--- src/rtl/ptmr_pkg.sv ---
package ptmr_pkg;
  localparam int CNT_W  = 16;
  localparam int PRE_W  = 8;
  localparam int ADDR_W = 3;

  localparam logic [ADDR_W-1:0] A_CTRL   = 3'd0;
  localparam logic [ADDR_W-1:0] A_RELOAD = 3'd1;
  localparam logic [ADDR_W-1:0] A_COUNT  = 3'd2;
  localparam logic [ADDR_W-1:0] A_PRESC  = 3'd3;
  localparam logic [ADDR_W-1:0] A_STATUS = 3'd4;

  localparam logic [1:0] SRC_PRESC = 2'b00;
  localparam logic [1:0] SRC_RISE  = 2'b01;
  localparam logic [1:0] SRC_FALL  = 2'b10;
  localparam logic [1:0] SRC_BOTH  = 2'b11;
  localparam logic [1:0] MODE_ONESHOT = 2'b01;

  typedef struct packed {
    logic             ce;
    logic             inSel;
    logic [1:0]       srcSel;
    logic             outSel;
    logic             outInv;
    logic             oneShot;
    logic             loadCnt;
    logic [CNT_W-1:0] loadVal;
    logic [CNT_W-1:0] reloadVal;
    logic [PRE_W-1:0] presLoad;
  } ctlStrobe_t;
endpackage

--- src/rtl/ptmr_ctrl.sv ---
module ptmr_ctrl
  import ptmr_pkg::*;
(
  input  logic              clk,
  input  logic              rstN,
  input  logic              busWe,
  input  logic [ADDR_W-1:0] busAddr,
  input  logic [CNT_W-1:0]  busWdata,
  input  logic              tcNow,
  input  logic [CNT_W-1:0]  cntVal,
  output ctlStrobe_t        ctl,
  output logic [CNT_W-1:0]  busRdata
);
  localparam int CTL_USED = 8;

  logic             ceR, inSelR, outSelR, invR, stickyR;
  logic [1:0]       srcR, modeR;
  logic [CNT_W-1:0] reloadR;
  logic [PRE_W-1:0] presR;
  logic             wrCtl, wrReload, wrPresc, wrStatus, oneShot;

  assign wrCtl    = busWe && (busAddr == A_CTRL);
  assign wrReload = busWe && (busAddr == A_RELOAD);
  assign wrPresc  = busWe && (busAddr == A_PRESC);
  assign wrStatus = busWe && (busAddr == A_STATUS);
  assign oneShot  = (modeR == MODE_ONESHOT);

  always_ff @(posedge clk or negedge rstN) begin
    if (!rstN) begin
      ceR <= 1'b0; inSelR <= 1'b0; srcR <= '0; outSelR <= 1'b0;
      invR <= 1'b0; modeR <= '0; reloadR <= '0; presR <= '0; stickyR <= 1'b0;
    end else begin
      if (wrCtl) begin
        ceR     <= busWdata[0];
        inSelR  <= busWdata[1];
        srcR    <= busWdata[3:2];
        outSelR <= busWdata[4];
        invR    <= busWdata[5];
        modeR   <= busWdata[7:6];
      end else if (tcNow && oneShot) begin
        ceR <= 1'b0;
      end
      if (wrReload) reloadR <= busWdata;
      if (wrPresc)  presR   <= busWdata[PRE_W-1:0];
      if (tcNow)                        stickyR <= 1'b1;
      else if (wrStatus && busWdata[0]) stickyR <= 1'b0;
    end
  end

  always_comb begin
    ctl.ce        = ceR;
    ctl.inSel     = inSelR;
    ctl.srcSel    = srcR;
    ctl.outSel    = outSelR;
    ctl.outInv    = invR;
    ctl.oneShot   = oneShot;
    ctl.loadCnt   = wrReload && !ceR;
    ctl.loadVal   = busWdata;
    ctl.reloadVal = reloadR;
    ctl.presLoad  = presR;
  end

  always_comb begin
    busRdata = '0;
    case (busAddr)
      A_CTRL:   busRdata[CTL_USED-1:0] = {modeR, invR, outSelR, srcR, inSelR, ceR};
      A_RELOAD: busRdata = reloadR;
      A_COUNT:  busRdata = cntVal;
      A_PRESC:  busRdata[PRE_W-1:0] = presR;
      A_STATUS: busRdata[0] = stickyR;
      default:  busRdata = '0;
    endcase
  end

  assert_oneshot_stop_R7: assert property (@(posedge clk) disable iff (!rstN)
    (tcNow && oneShot && !wrCtl) |=> !ceR);
  assert_sticky_set_R9: assert property (@(posedge clk) disable iff (!rstN)
    tcNow |=> stickyR);
endmodule

--- src/rtl/ptmr_datapath.sv ---
module ptmr_datapath
  import ptmr_pkg::*;
#(
  parameter int NPINS = 2
)(
  input  logic             clk,
  input  logic             rstN,
  input  ctlStrobe_t       ctl,
  input  logic [NPINS-1:0] inPin,
  output logic             tcNow,
  output logic [CNT_W-1:0] cntVal,
  output logic             tcPulse,
  output logic [NPINS-1:0] outPin
);
  logic [NPINS-1:0] syncA, syncB, prevB;
  logic [PRE_W-1:0] presCnt;
  logic [CNT_W-1:0] cntR;
  logic             outLvl, selCur, selPrev, extEdge, presTick, tick;

  for (genvar i = 0; i < NPINS; i++) begin : g_sync
    always_ff @(posedge clk or negedge rstN) begin
      if (!rstN) begin
        syncA[i] <= 1'b0; syncB[i] <= 1'b0; prevB[i] <= 1'b0;
      end else begin
        syncA[i] <= inPin[i]; syncB[i] <= syncA[i]; prevB[i] <= syncB[i];
      end
    end
    assign outPin[i] = (ctl.outSel == 1'(i)) ? (outLvl ^ ctl.outInv) : 1'b0;
  end

  assign selCur  = syncB[ctl.inSel];
  assign selPrev = prevB[ctl.inSel];

  always_comb begin
    case (ctl.srcSel)
      SRC_RISE: extEdge = selCur & ~selPrev;
      SRC_FALL: extEdge = ~selCur & selPrev;
      SRC_BOTH: extEdge = selCur ^ selPrev;
      default:  extEdge = 1'b0;
    endcase
  end

  assign presTick = (presCnt == '0);
  assign tick     = ctl.ce && ((ctl.srcSel == SRC_PRESC) ? presTick : extEdge);
  assign tcNow    = tick && (cntR == CNT_W'(1));
  assign cntVal   = cntR;

  always_ff @(posedge clk or negedge rstN) begin
    if (!rstN) begin
      presCnt <= '0; cntR <= '0; tcPulse <= 1'b0; outLvl <= 1'b0;
    end else begin
      if (!ctl.ce)                      presCnt <= ctl.presLoad;
      else if (ctl.srcSel == SRC_PRESC) presCnt <= presTick ? ctl.presLoad : presCnt - 1'b1;
      if (ctl.loadCnt)   cntR <= ctl.loadVal;
      else if (tcNow)    cntR <= ctl.oneShot ? '0 : ctl.reloadVal;
      else if (tick)     cntR <= cntR - 1'b1;
      tcPulse <= tcNow;
      outLvl  <= outLvl ^ tcNow;
    end
  end

  assert_reload_on_tc_R6: assert property (@(posedge clk) disable iff (!rstN)
    (tcNow && !ctl.oneShot) |=> (cntR == $past(ctl.reloadVal)));
  assert_wrap_no_tc_R10: assert property (@(posedge clk) disable iff (!rstN)
    (tick && cntR == '0) |=> (cntR == '1 && !tcPulse));
  assert_level_toggles_R5: assert property (@(posedge clk) disable iff (!rstN)
    tcNow |=> (outLvl != $past(outLvl)));
endmodule

--- src/rtl/prescaled_timer.sv ---
module prescaled_timer
  import ptmr_pkg::*;
(
  input  logic              clk,
  input  logic              rstN,
  input  logic              busWe,
  input  logic [ADDR_W-1:0] busAddr,
  input  logic [CNT_W-1:0]  busWdata,
  output logic [CNT_W-1:0]  busRdata,
  input  logic [1:0]        inPin,
  output logic [1:0]        outPin,
  output logic              tcPulse
);
  ctlStrobe_t       ctl;
  logic             tcNow;
  logic [CNT_W-1:0] cntVal;

  ptmr_ctrl u_ctrl (
    .clk(clk), .rstN(rstN), .busWe(busWe), .busAddr(busAddr), .busWdata(busWdata),
    .tcNow(tcNow), .cntVal(cntVal), .ctl(ctl), .busRdata(busRdata)
  );

  ptmr_datapath #(.NPINS(2)) u_dp (
    .clk(clk), .rstN(rstN), .ctl(ctl), .inPin(inPin), .tcNow(tcNow),
    .cntVal(cntVal), .tcPulse(tcPulse), .outPin(outPin)
  );

  assert_one_pin_R8: assert property (@(posedge clk) disable iff (!rstN)
    $onehot0(outPin));
endmodule

--- config.mk ---
export PLATFORM = sky130hd
export DESIGN_NAME = prescaled_timer
export DESIGN_NICKNAME = d
export VERILOG_FILES = /design/src/rtl/ptmr_pkg.sv /design/src/rtl/ptmr_ctrl.sv /design/src/rtl/ptmr_datapath.sv /design/src/rtl/prescaled_timer.sv
export SDC_FILE = /design/constraint.sdc
export NUM_CORES = 1
export LEC_CHECK = 0
export ABC_AREA = 0
export BUFFER_PORTS_ARGS = -buffer_cell sky130_fd_sc_hd__buf_4
export CAP_MARGIN = 20
export CORE_ASPECT_RATIO = 1.4
export CORE_MARGIN = 2
export CORE_UTILIZATION = 55
export CTS_CLUSTER_DIAMETER = 200
export CTS_CLUSTER_SIZE = 25
export DETAILED_ROUTE_END_ITERATION = 7
export PLACE_DENSITY = 0.74
export SLEW_MARGIN = 25
export SYNTH_ARGS = -nofsm -noshare
export SYNTH_HDL_FRONTEND = slang
export SYNTH_HIERARCHICAL = 1
export SYNTH_SLANG_ARGS = --single-unit
--- constraint.sdc ---
create_clock -name clk -period 2.9 [get_ports clk]
set_input_delay 0.58 -clock clk [delete_from_list [all_inputs] [get_ports clk]]
set_output_delay 0.58 -clock clk [all_outputs]
set_load 0.05 [all_outputs]
==> results of run 1 <==
==> state kept, by name, indices dropped and copies added, names as in the netlist, 2 cells and up <==
name,flops
u_ctrl/srcR,2
u_dp/syncA,2
u_ctrl/presR,8
u_dp/syncB,2
u_dp/cntVal,16
u_ctrl/reloadR,16
u_dp/prevB,2
u_dp/presCnt,8
u_ctrl/modeR,2
==> area by class of cell <==
type | count | area, um^2
Sequential cell | 65 | 1627
Fill cell | 640 | 2755
Multi-Input combinational cell | 276 | 2126
Clock buffer | 13 | 148.9
Clock inverter | 3 | 40.04
Timing Repair Buffer | 52 | 390.4
Tap cell | 97 | 121.4
Inverter | 16 | 60.06
==> report_power, final <==
| group | switching (W) | leakage, nW | internal (W) | total (W) |
|---|---|---|---|---|
| clock | 0.000343 | 0.0974 | 0.000419 | 0.000762 |
| combinational | 0.000726 | 0.999 | 0.000613 | 0.00134 |
| sequential | 0.000373 | 0.780 | 0.00115 | 0.00153 |
| total | 0.00144 | 1.88 | 0.00219 | 0.00363 |
==> routing by layer <==
layer / track usage (%) / vias to the layer above
met1: 29.17 / 1587
met5: 0 / -
met3: 4.839 / 31
met2: 44.24 / 112
li1: - / 1481
met4: 12.21 / 0
==> through the flow <==
step / instances / setup WS (ns) / power [W]
after floorplan: 394 / 0.5059 / 0.002478
after global placement: 506 / 0.4076 / 0.002819
after detailed placement: 506 / 0.2996 / 0.002863
after CTS: 522 / 0.2720 / 0.003630
after global routing: 522 / 0.1440 / 0.003848
final: 522 / 0.2316 / 0.003628
==> cells by family after synthesis <==
kind of cell	after synthesis
adder cells (fa/ha/maj)	6
buffers and inverters	53
AO/OA/AOI/OAI	88
multiplexers	42
flip-flops	65
AND/OR/NAND/NOR	135
XOR/XNOR	5
==> how the worst max path moves through the flow <==
stage / startpoint / to / slack (ns) / cells after the start
finish: u_ctrl/inSelR / u_ctrl/ceR / 0.23 / 10
global route: u_ctrl/inSelR / u_ctrl/ceR / 0.14 / 10
CTS: u_ctrl/inSelR / u_ctrl/ceR / 0.27 / 10
detailed placement: u_ctrl/inSelR / u_ctrl/ceR / 0.30 / 10
global placement: u_ctrl/inSelR / u_ctrl/ceR / 0.41 / 10
floorplan: u_ctrl/inSelR / u_ctrl/ceR / 0.51 / 12
==> synth_stat cells (5+ instances only) <==
cell and instances:
a21oi_1 11, a22oi_1 11, a31oi_1 5, and2_1 9
buf_4 22, clkbuf_1 8, dfrtp_1 65, ha_1 6
inv_1 16, mux2_2 23, mux2_4 9, mux4_2 7
nand2_1 26, nand3_1 8, nor2_1 37, nor2b_1 6
nor3_1 10, nor3b_1 6, o21ai_0 14, o21ai_1 6
o31ai_1 6
==> worst reg2reg max path, delay by kind of cell, from the launching register on <==
kind | cells | cell delay [ns]
AO/OA/AOI/OAI | 3 | 0.57
adder cells (fa/ha/maj) | 1 | 0.28
buffers and inverters | 2 | 0.30
flip-flops | 1 | 0.42
multiplexers | 1 | 0.29
AND/OR/NAND/NOR | 3 | 0.66
==> reports/metrics.yaml, run 1 <==
cts-htree-levels: 3
drt_iter0_markers: 206
maxCapViolations: 0
reg2reg_from: "u_ctrl/inSelR"
core_mm2: 0.007268
status: "finished clean"
cp_slowest_stage_delay_ns: 0.42
top_layer: "met4"
overflow: 0
antennaDiodeCount: 0
syn_avg_cell_area_um2: 10.36
groute.usage.overall_pct: 25.13
hold_ws_ns: 0.3247
arrival_ns: 2.85
synth_top_family_by_area: "simple AND/OR/NAND/NOR gates"
synth-compound-area-share_pct: 15.92
synth-adder-area-share_pct: 1.840
cpMaxStageDelayCell: "dfrtp_1"
met3WireLength_um: 457
synth_area_leaders: "dfrtp_1 40%, mux2_2 6.3%, buf_4 4.0%"
crit_family: "simple AND/OR/NAND/NOR gates"
hpwl_mm: 7.130
die_area_mm2: 0.008133
rsz0062_at_grt: "false"
rows: 37
p_leak_nw: 1.876
clkSlewWorstSetupHoldPaths_ns: 0.08
cp_cell_sequence: "mux2i_1, inv_1, ha_1, nand2b_1, a311o_1, or2_1, buf_4, nor2_4, a21bo_2, o21ai_0"
antenna_found_initial: 0
postCtsSetupBuffers: 0
io_pins: 43
cp-start-kind: "flip-flop"
grt_pass1_wl_mm: 15.99
async_flop_share_pct: 100.0
die_h_um: 105.9
syn2layout_area_growth_pct: 10.61
layout_min_cycle_time_ns: 2.668
yosysWarnings: 6
path_class: "flip-flop to flip-flop"
final_net_count: 450
critPathBufInv: 2
clk_path_buf_depth: 2
synth_area_mm2: 0.004080
synth_mux_area_share_pct: 14.26
power_density_mw_per_mm2: 803.9
placed_area_mm2: 0.004324
slew_violations: 0
yosys.cell_types.count: 65
setup_viol: 0
critical_path.reg2reg.endpoint: "u_ctrl/ceR"
wl_per_cell_um: 18.64
yosysTopAreaCellShare_pct: 39.87
synthFlopType: "dfrtp_1"
antenna_left: 0
final_cell_mix: "65 x dfrtp_1, 52 x buf_4, 37 x nor2_1"
ir_worst_vdd_mv: 0.5245
min_path_type: "primary input to async pin"
wl_met2_mm: 5.091
crit_path_max_fanout: 7
initial_core_util_pct: 56.14
synth_xor_xnor_area_share_pct: 1.073
fin_skew_ns: 0.01073
clock_sinks: 65
synth_edf_count: 0
met1Wirelength_mm: 3.866
cts-root-buf: "clkbuf_8"
tns_ns: 0
postCtsHoldBufs: 0
ys_ff_latch: 65
io_buffers: 42
final_cell_area_mm2: 0.004513
synth_fp_nets: 424
cts_made_buffers: 9
first_global_vias: 3234
endpoint_kind: "flip-flop"
die_w_um: 76.80
syn_inst: 394
drc: 0
worstSkewPairLatency_ns: 0.33
post_cts_resized: 0
layout_commonest_cell: "dfrtp_1"
ys_seq_area_share_pct: 39.87
dr.pass1.iters: 5
worst_pin_slew_ns: 0.8225
drt-total-wl_mm: 9.732
netlist.top_cell.by_area: "dfrtp_1"
grt_max_degree: 66
fin_crit_sh_pct: 92.02
yosys.area_share.simple_pct: 18.95
vias: 3211
r2r_cells: 10
drive_above_1_share_pct: 29.88
rrSetupSlack_ns: 0.23
fmax_mhz: 374.8
worstPathRequired_ns: 3.08
relSlewSlack_pct: 45.16
tritoncts: "yes"
gp_congestion: 0.9113
utilization_pct: 62.09
finalHoldViolations: 0
vias_per_cell: 6.151
(Power assumes the default switching activity.)
==> run 2: changes to the inputs <==
Settings changed: ABC_AREA 0 to unset, RECOVER_POWER set to 50.
==> run 2 against run 1 <==
The run now ends with max-capacitance violations, max-slew violations left. Sequential power hardly changed. Clock power about the same. Combinational power barely moved. Flip-flop and latch count is the same. Non-clock buffer count is the same. Largest power group unchanged. Worst setup slack better by 0.013 ns. Cell count did not move. Register-to-register slack barely moved. Largest cell class unchanged. Critical endpoint unchanged.
==> reports/metrics.yaml, run 2 (synthesized netlist as in run 1, its figures left out) <==
rsz0062_at_grt: "false"
antenna_found_initial: 0  # unchanged
multi_input_area_mm2: 0.002120  # -0.29%
worstSkewPairLatency_ns: 0.33  # about the same
core_mm2: 0.007268  # unchanged
drt_iter0_markers: 203  # -1.5%
swShare_pct: 39.70  # -0.052 points
pwr-share-seq_pct: 42.1  # about the same
rrSetupSlack_ns: 0.24  # about the same
drc: 0  # unchanged
hpwl_mm: 7.130  # unchanged
hp-start: "u_dp/syncA[0]"
rows: 37  # unchanged
antenna_left: 0  # unchanged
overflow: 0  # unchanged
dr.pass1.iters: 5  # unchanged
vias_per_cell: 6.128  # -0.37%
tns_ns: 0  # unchanged
clkPwrFrac_pct: 21.0  # about the same
drive_above_1_share_pct: 29.41  # -0.47 points
io_pins: 43  # unchanged
maxCapViolations: 1  # +1
fin_skew_ns: 0.01117  # +0.0004386 ns
fin_crit_sh_pct: 91.56  # -0.46 points
grt_max_degree: 66  # unchanged
first_global_vias: 3234  # unchanged
fmax_mhz: 376.6  # +0.50%
startpoint: "u_ctrl/inSelR"
busiest_layer: "met2"
endpoint: "u_ctrl/ceR"
violations: "max-capacitance violations, max-slew violations"
postCtsSetupBuffers: 0  # unchanged
r2r_cells: 10  # unchanged
utilization_pct: 61.92  # -0.17 points
ir_worst_vdd_mv: 0.5233  # -0.25%
reg2reg_from: "u_ctrl/inSelR"
die_h_um: 105.9  # unchanged
die_w_um: 76.80  # unchanged
wl_per_cell_um: 18.66  # about the same
drt-total-wl_mm: 9.741  # about the same
cts-root-buf: "clkbuf_8"
layout_min_cycle_time_ns: 2.655  # -0.01331 ns
die_area_mm2: 0.008133  # unchanged
endpoint_kind: "flip-flop"
relSlewSlack_pct: -7.422  # -53 points
final_net_count: 450  # unchanged
grt.met2_usage_pct: 44.24  # unchanged
antennaDiodeCount: 0  # unchanged
syn2layout_area_growth_pct: 10.30
layout_commonest_cell: "dfrtp_1"
postCtsHoldBufs: 0  # unchanged
regArea_mm2: 0.001627  # unchanged
worst_pin_slew_ns: 1.611  # +0.7888 ns
clock_sinks: 65  # unchanged
critical_path.reg2reg.endpoint: "u_ctrl/ceR"
groute.usage.overall_pct: 25.13  # unchanged
grtUsageMet3_pct: 4.839  # unchanged
min_path_type: "flip-flop to flip-flop"
cp-start-kind: "flip-flop"
post_cts_resized: 0  # unchanged
crit_path_max_fanout: 7  # unchanged
power_density_mw_per_mm2: 805.2  # +0.16%
io_buffers: 42  # unchanged
cts_made_buffers: 9  # unchanged
fillCellCount: 642  # +0.31%
p_int_w: 0.002185  # about the same
setup_viol: 0  # unchanged
power.switching_w: 0.001439  # -0.25%
tritoncts: "yes"
status: "finished, violations left"
finalHoldViolations: 0  # unchanged
vias: 3199  # -0.37%
initial_core_util_pct: 56.14  # unchanged
cts-htree-levels: 3  # unchanged
grt_pass1_wl_mm: 15.99  # unchanged
arrival_ns: 2.83  # -0.02 ns
final_cell_mix: "65 x dfrtp_1, 48 x buf_4, 37 x nor2_1"
gp_congestion: 0.9113  # unchanged
use_met1_pct: 29.17  # unchanged
slew_violations: 66  # +66
path_class: "flip-flop to flip-flop"
worstPathRequired_ns: 3.08  # about the same
clkSlewWorstSetupHoldPaths_ns: 0.07  # about the same
p_leak_nw: 1.866  # -0.53%
clk_path_buf_depth: 2  # unchanged
power_frac_comb_pct: 36.9  # about the same
==> run 2: final cells by class <==
class | count | share of cell area, %
clock buffers | 13 | 3.308
clock inverters | 3 | 0.8896
inverters | 16 | 1.334
multi-input cells | 276 | 47.09
flip-flops and latches | 65 | 36.14
well taps | 97 | 2.697
repair buffers | 52 | 8.535
==> run 2: worst max-delay path, cell delays in order (launching register included) <==
cell	delay [ns]
dfrtp_1	0.42
mux2i_1	0.29
inv_1	0.07
ha_1	0.28
nand2b_1	0.14
a311o_1	0.36
or2_1	0.38
buf_4	0.23
nor2_4	0.14
a21bo_2	0.14
o21ai_0	0.07
==> run 2: stage by stage <==
| stage | hold WS [ns] | instance area [um^2] | setup slack (ns) | total power, W | cells |
|---|---|---|---|---|---|
| after detailed placement | 0.3347 | 4324 | 0.2996 | 0.002863 | 506 |
| after floorplan | 0.2844 | 4080 | 0.5059 | 0.002478 | 394 |
| final | 0.3490 | 4501 | 0.2449 | 0.003624 | 522 |
| after global placement | 0.3324 | 4324 | 0.4076 | 0.002819 | 506 |
| after global routing | 0.3586 | 4501 | 0.1440 | 0.003847 | 522 |
| after CTS | 0.3385 | 4513 | 0.2720 | 0.003630 | 522 |
==> run 2: power by group through the flow <==
stage               Combinational, W  Clock [W]  Sequential [W]
floorplan                    0.00107          0         0.00141
global placement             0.00129          0         0.00153
detailed placement           0.00132          0         0.00154
CTS                          0.00133   0.000777         0.00152
global route                 0.00147   0.000817         0.00156
finish                       0.00134   0.000762         0.00153
==> run 2: worst min-delay path by stage <==
stage / endpoint / cells after the start
final: u_dp/syncB[0] / 0
after global routing: u_dp/syncA[0] / 1
after CTS: u_dp/syncA[0] / 1
after detailed placement: u_dp/syncB[0] / 0
after global placement: u_dp/syncB[1] / 0
after floorplan: u_ctrl/ceR / 0
==> run 2: metal layers <==
| metal | vias up | part of all wire, % |
|---|---|---|
| met1 | 1592 | 40 |
| met4 | 0 | 3.2 |
| met5 | - | 0 |
| met3 | 28 | 4.3 |
| met2 | 102 | 53 |
| li1 | 1477 | - |
